--- src/rtl/branch_cmp_pkg.sv ---
package branch_cmp_pkg;

   localparam int unsigned SEL_W = 4;

   typedef enum logic [SEL_W-1:0] {
      SEL_NOP   = 4'd0,
      SEL_BEQ   = 4'd1,
      SEL_BNE   = 4'd2,
      SEL_JMP   = 4'd3,
      SEL_SLT   = 4'd4,
      SEL_SLTU  = 4'd5,
      SEL_SLTI  = 4'd6,
      SEL_SLTIU = 4'd7
   } cmp_sel_e;

   typedef struct packed {
      logic br_eq;
      logic br_ne;
      logic jmp;
      logic set_any;
      logic set_signed;
      logic use_imm;
   } cmp_ctl_t;

endpackage

--- src/rtl/bcu_sel_decode.sv ---
module bcu_sel_decode
   import branch_cmp_pkg::*;
(
   input  logic [SEL_W-1:0] sel,
   output cmp_ctl_t         ctl
);
   always_comb begin
      ctl = '0;
      unique case (sel)
         SEL_BEQ:   ctl.br_eq = 1'b1;
         SEL_BNE:   ctl.br_ne = 1'b1;
         SEL_JMP:   ctl.jmp   = 1'b1;
         SEL_SLT: begin
            ctl.set_any    = 1'b1;
            ctl.set_signed = 1'b1;
         end
         SEL_SLTU:  ctl.set_any = 1'b1;
         SEL_SLTI: begin
            ctl.set_any    = 1'b1;
            ctl.set_signed = 1'b1;
            ctl.use_imm    = 1'b1;
         end
         SEL_SLTIU: begin
            ctl.set_any = 1'b1;
            ctl.use_imm = 1'b1;
         end
         default:   ctl = '0;
      endcase
   end
endmodule

--- src/rtl/bcu_operand_sel.sv ---
module bcu_operand_sel #(
   parameter int unsigned DATA_W = 32,
   parameter int unsigned IMM_W  = 16
) (
   input  logic [DATA_W-1:0] reg_b,
   input  logic [IMM_W-1:0]  imm,
   input  logic              use_imm,
   output logic [DATA_W-1:0] opnd_eff
);
   localparam int unsigned PAD_W = DATA_W - IMM_W;

   logic [DATA_W-1:0] imm_ext;

   generate
      if (PAD_W == 0) begin : g_no_pad
         assign imm_ext = imm;
      end else begin : g_pad
         assign imm_ext = {{PAD_W{imm[IMM_W-1]}}, imm};
      end
   endgenerate

   assign opnd_eff = use_imm ? imm_ext : reg_b;
endmodule

--- src/rtl/bcu_eq_detect.sv ---
module bcu_eq_detect #(
   parameter int unsigned DATA_W  = 32,
   parameter int unsigned GROUP_W = 8
) (
   input  logic [DATA_W-1:0] a,
   input  logic [DATA_W-1:0] b,
   output logic              equal
);
   localparam int unsigned N_GRP = (DATA_W + GROUP_W - 1) / GROUP_W;
   localparam int unsigned PAD_W = N_GRP * GROUP_W;

   logic [PAD_W-1:0] diff_bits;
   logic [N_GRP-1:0] grp_diff;

   generate
      if (PAD_W == DATA_W) begin : g_exact
         assign diff_bits = a ^ b;
      end else begin : g_fill
         assign diff_bits = {{(PAD_W-DATA_W){1'b0}}, a ^ b};
      end
      for (genvar g = 0; g < N_GRP; g++) begin : g_grp
         assign grp_diff[g] = |diff_bits[g*GROUP_W +: GROUP_W];
      end
   endgenerate

   assign equal = ~|grp_diff;
endmodule

--- src/rtl/bcu_lt_core.sv ---
module bcu_lt_core #(
   parameter int unsigned DATA_W  = 32,
   parameter int unsigned LT_IMPL = 0
) (
   input  logic [DATA_W-1:0] a,
   input  logic [DATA_W-1:0] b,
   output logic              lt_signed,
   output logic              lt_unsigned
);
   generate
      if (LT_IMPL == 0) begin : g_sub
         logic [DATA_W:0]   sum;
         logic              ovf;
         assign sum = {1'b0, a} + {1'b0, ~b} + {{DATA_W{1'b0}}, 1'b1};
         assign ovf = (a[DATA_W-1] ^ b[DATA_W-1]) & (sum[DATA_W-1] ^ a[DATA_W-1]);
         assign lt_signed   = sum[DATA_W-1] ^ ovf;
         assign lt_unsigned = ~sum[DATA_W];
      end else begin : g_rel
         assign lt_signed   = $signed(a) < $signed(b);
         assign lt_unsigned = a < b;
      end
   endgenerate
endmodule

--- src/rtl/branch_cmp_unit.sv ---
module branch_cmp_unit
   import branch_cmp_pkg::*;
#(
   parameter int unsigned DATA_W  = 32,
   parameter int unsigned IMM_W   = 16,
   parameter int unsigned GROUP_W = 8,
   parameter int unsigned LT_IMPL = 0
) (
   input  logic [3:0]        op_sel,
   input  logic [DATA_W-1:0] opnd_a,
   input  logic [DATA_W-1:0] opnd_b,
   input  logic [IMM_W-1:0]  imm_val,
   output logic              branch_taken,
   output logic              jump_taken,
   output logic [DATA_W-1:0] set_result
);
   generate
      if (DATA_W < 2) begin : g_bad_w
         $error("DATA_W must be at least 2");
      end
      if (IMM_W < 1 || IMM_W > DATA_W) begin : g_bad_imm
         $error("IMM_W must lie between 1 and DATA_W");
      end
      if (LT_IMPL > 1) begin : g_bad_impl
         $error("LT_IMPL must be 0 or 1");
      end
      if (GROUP_W < 1) begin : g_bad_grp
         $error("GROUP_W must be at least 1");
      end
   endgenerate

   cmp_ctl_t          ctl;
   logic [DATA_W-1:0] opnd_eff;
   logic              is_equal;
   logic              lt_s;
   logic              lt_u;
   logic              set_bit;

   bcu_sel_decode u_dec (
      .sel (op_sel),
      .ctl (ctl)
   );

   bcu_operand_sel #(.DATA_W(DATA_W), .IMM_W(IMM_W)) u_opsel (
      .reg_b    (opnd_b),
      .imm      (imm_val),
      .use_imm  (ctl.use_imm),
      .opnd_eff (opnd_eff)
   );

   bcu_eq_detect #(.DATA_W(DATA_W), .GROUP_W(GROUP_W)) u_eq (
      .a     (opnd_a),
      .b     (opnd_eff),
      .equal (is_equal)
   );

   bcu_lt_core #(.DATA_W(DATA_W), .LT_IMPL(LT_IMPL)) u_lt (
      .a           (opnd_a),
      .b           (opnd_eff),
      .lt_signed   (lt_s),
      .lt_unsigned (lt_u)
   );

   assign set_bit      = ctl.set_any & (ctl.set_signed ? lt_s : lt_u);
   assign branch_taken = (ctl.br_eq & is_equal) | (ctl.br_ne & ~is_equal);
   assign jump_taken   = ctl.jmp;
   assign set_result   = {{(DATA_W-1){1'b0}}, set_bit};
endmodule

--- config.mk ---
export PLATFORM = sky130hd
export DESIGN_NAME = branch_cmp_unit
export DESIGN_NICKNAME = d
export VERILOG_FILES = /design/src/rtl/branch_cmp_pkg.sv /design/src/rtl/bcu_sel_decode.sv /design/src/rtl/bcu_operand_sel.sv /design/src/rtl/bcu_eq_detect.sv /design/src/rtl/bcu_lt_core.sv /design/src/rtl/branch_cmp_unit.sv
export SDC_FILE = /design/constraint.sdc
export NUM_CORES = 1
export LEC_CHECK = 0
export BUFFER_PORTS_ARGS = -buffer_cell sky130_fd_sc_hd__buf_4
export CAP_MARGIN = 20
export CORE_MARGIN = 8
export CORE_UTILIZATION = 30
export DETAILED_ROUTE_END_ITERATION = 12
export SETUP_SLACK_MARGIN = 0.4
export SLEW_MARGIN = 20
export SYNTH_ARGS = -nofsm -noshare
export SYNTH_HDL_FRONTEND = slang
export SYNTH_SLANG_ARGS = --single-unit
--- constraint.sdc ---
create_clock -name vclk -period 3.88
set_input_delay 0.388 -clock vclk [all_inputs]
set_output_delay 0.388 -clock vclk [all_outputs]
set_load 0.005 [all_outputs]
==> flow_summary.rst <==
.. list-table::
   :header-rows: 1

   * - Metric
     - Value
   * - Number of distinct library cells after synthesis
     - 35
   * - Largest fanout of any net on the critical path
     - 5
   * - Router iterations before antenna repair
     - 4
   * - Initial antenna violation count
     - 0
   * - Estimated wirelength of the detail-placed design
     - roughly 4000 um
   * - Number of global-route vias before repair
     - about 1,700
   * - Synth Instances
     - slightly below 200
   * - Port buffer count
     - between 80 and 90
   * - Kind of cell adding the most delay to the critical path
     - adder cells
   * - Total Wirelength
     - ~4800 um
   * - Final sequential cell count
     - 0
   * - Combined area of all synthesized cells
     - about 1500 um^2
   * - Crit-path slowest cell
     - sky130_fd_sc_hd__fa_2
   * - Switching power as a share of total power
     - 0.450
   * - Number of antenna repair diodes
     - 0
   * - Clock share of power
     - 0
   * - Sum of buffers and inverters on the critical path
     - 5
   * - Min cycle time layout
     - ~3.5 ns
   * - Element type at the critical path end
     - primary output
   * - Sequential cell area
     - 0 um^2
   * - Place WS
     - between 0.15 and 0.2 ns
   * - Fraction of layout cells with a size suffix above 1
     - 0.408
   * - Crit. path cell count
     - 16
   * - Cts-stage hold buffer count
     - 0
   * - Combinational power share
     - 1.000
   * - Run status
     - finished clean
   * - Total routing usage reported by global routing
     - 0.116
   * - Sequential power share
     - 0
   * - Worst setup path endpoint
     - set_result[0]
   * - Area of the die
     - 7460 um^2
   * - RePlAce Congestion
     - 0.765
   * - Class of the most critical setup path
     - in2out
   * - WL/cell
     - ~13 um
   * - Cell Chain, Critical Path
     - buf_8 -> nand3b_1 -> buf_12 -> buf_8 -> buf_4 -> mux2i_1 -> ha_1 -> nand2_1 -> nor3_2 -> o211ai_1 -> o21ai_2 -> a41oi_2 -> fa_2 -> nor4bb_4 -> a31o_1 -> buf_4
   * - Synth top area share
     - 0.269
   * - DRT antenna net count
     - 0
   * - Worst Hold Margin
     - 1.01 ns
   * - Final setup TNS
     - 0 ns
   * - Initial DRC Count
     - 35
   * - Peak ir drop on the vdd network
     - ~0.043 mV
   * - Ys Warns
     - 0
   * - Most instantiated cells after synthesis
     - sky130_fd_sc_hd__a21oi_1 (34), sky130_fd_sc_hd__buf_4 (32), sky130_fd_sc_hd__ha_1 (32), sky130_fd_sc_hd__mux2i_1 (15)
   * - Number of remaining DRC errors
     - 0
   * - Maximum Capacitance Violations
     - 0
   * - Critical path launch point
     - op_sel[3]
   * - Overall via count from detail_route
     - ~1,700
   * - Global-route congestion overflow total
     - 0
   * - Cell Int Power
     - between 100 and 150 uW
   * - Static leakage
     - between 0.001 and 0.0015 uW
   * - Final period utilization
     - 0.909
   * - Count of non-filler cells in the finished layout
     - around 360
   * - Finished layout cell area
     - roughly 2300 um^2
   * - Clk_buf instances
     - 0
   * - Setup repair after global routing missed its margin
     - true
   * - Type of element launching the critical path
     - input port
   * - Largest net degree at the start of global routing
     - 17
   * - Placed cells
     - approximately 350
   * - CORE AREA
     - 4750 um^2
   * - Via density per instance
     - between 4 and 5
   * - Site Rows
     - 25
   * - Switching Power
     - about 120 uW
   * - Required time reported for the critical path endpoint
     - about 3.5 ns
   * - Initial cell density of the core
     - 0.313
   * - Final setup viols
     - 0
   * - Post-Place Cell Area
     - about 2100 um^2
   * - Final max-slew violation count
     - 0
   * - Final Hold Viols
     - 0
   * - Vertical die dimension
     - between 80 and 90 um
   * - Wire length of the first global-routing pass
     - between 7000 and 8000 um
   * - Biggest area contributors in the synthesized netlist
     - sky130_fd_sc_hd__ha_1 (27%), sky130_fd_sc_hd__buf_4 (16%), sky130_fd_sc_hd__a21oi_1 (11%), sky130_fd_sc_hd__mux2i_1 (10%), sky130_fd_sc_hd__nand3_1 (2.7%)
   * - Fill count
     - 500
   * - Worst Slack Setup Final
     - roughly 0.35 ns
   * - Mean area per synthesized cell
     - between 7 and 8 um^2
   * - Library cell occupying the most area in the post-synthesis netlist
     - sky130_fd_sc_hd__ha_1
   * - Critical Path Max Stage Delay
     - approximately 0.41 ns
   * - Data arrival time of the critical path
     - roughly 3.1 ns
   * - Power density cells
     - roughly 110 nW/um^2
   * - Type of the most critical hold path
     - in2out
   * - IO Count
     - ~120
   * - Count of nets after finishing
     - ~410
   * - Share of the yosys chip area belonging to registers
     - 0
   * - Maximum frequency from static timing analysis
     - 283 MHz
   * - Die width
     - ~86 um
   * - Most frequent cell after synthesis
     - sky130_fd_sc_hd__a21oi_1
   * - Area delta synth->final
     - 56.7%
[power by group through the flow]
stage               Clock [uW]  Sequential [uW]  Combinational (uW)
detailed placement           0                0                 230
global placement             0                0                 229
finish                       0                0                 258
global route                 0                0                 291
floorplan                    0                0                 157
CTS                          0                0                 244
[through the flow]
step / util / power (uW)
floorplan: - / 157
global placement: 0.443 / 229
detailed placement: 0.443 / 230
CTS: 0.467 / 244
global route: 0.490 / 291
finish: 0.490 / 258
[area by class of cell]
cell class / count / area (um^2) / share of cell area
inverters: 4 / 15.0 / 0.00644
multi-input cells: 186 / 1390 / 0.597
well taps: 67 / 83.8 / 0.0360
repair buffers: 104 / 841 / 0.361
[cell families after synthesis]
family	Yosys count	synth area share
other cells	1	0.00252
fa+ha+maj	33	0.283
simple gates	48	0.191
compound gates	58	0.231
buf+inv	40	0.184
mux	16	0.109
[layout by cell type (no fill, tap or decap), types with 3 or more instances in the layout]
cell                        n
sky130_fd_sc_hd__o21ai_0    4
sky130_fd_sc_hd__nor2_1     9
sky130_fd_sc_hd__nand2_1   10
sky130_fd_sc_hd__o21a_1     3
sky130_fd_sc_hd__nand3_1    8
sky130_fd_sc_hd__o211ai_1   5
sky130_fd_sc_hd__buf_4     98
sky130_fd_sc_hd__conb_1    31
sky130_fd_sc_hd__inv_1      4
sky130_fd_sc_hd__a21oi_1   34
sky130_fd_sc_hd__a21o_1     4
sky130_fd_sc_hd__mux2i_1   14
sky130_fd_sc_hd__nand4_1    5
sky130_fd_sc_hd__ha_1      32
sky130_fd_sc_hd__nor2b_1    3
[worst min path at each step]
stage                   endpoint      start  depth (start not counted)  slack, ns
finish              branch_taken  op_sel[3]                          3       1.01
floorplan           branch_taken  op_sel[3]                          1       0.80
global placement    branch_taken  op_sel[3]                          3       1.05
global route        branch_taken  op_sel[3]                          3       1.02
detailed placement  branch_taken  op_sel[2]                          3       1.05
CTS                 branch_taken  op_sel[2]                          3       1.05
[routing by layer]
| layer | track usage | wire length (um) | up-vias |
|---|---|---|---|
| li1 | - | - | 877 |
| met1 | 0.147 | 2080 | 736 |
| met2 | 0.202 | 2220 | 71 |
| met3 | 0.0312 | 492 | 2 |
| met4 | 0 | 18 | 0 |
| met5 | 0 | 0 | - |
[what timing repair did]
| action | 4_1_cts | 5_1_grt |
|---|---|---|
| endpoints found under the setup margin | 1 | 2 |
| buffers inserted | 6 | 7 |
| pin swaps | 2 | 9 |
| gates resized for setup | 8 | 11 |
| cloned | 2 | 0 |
No activity file was read; power rests on OpenSTA's default activity.
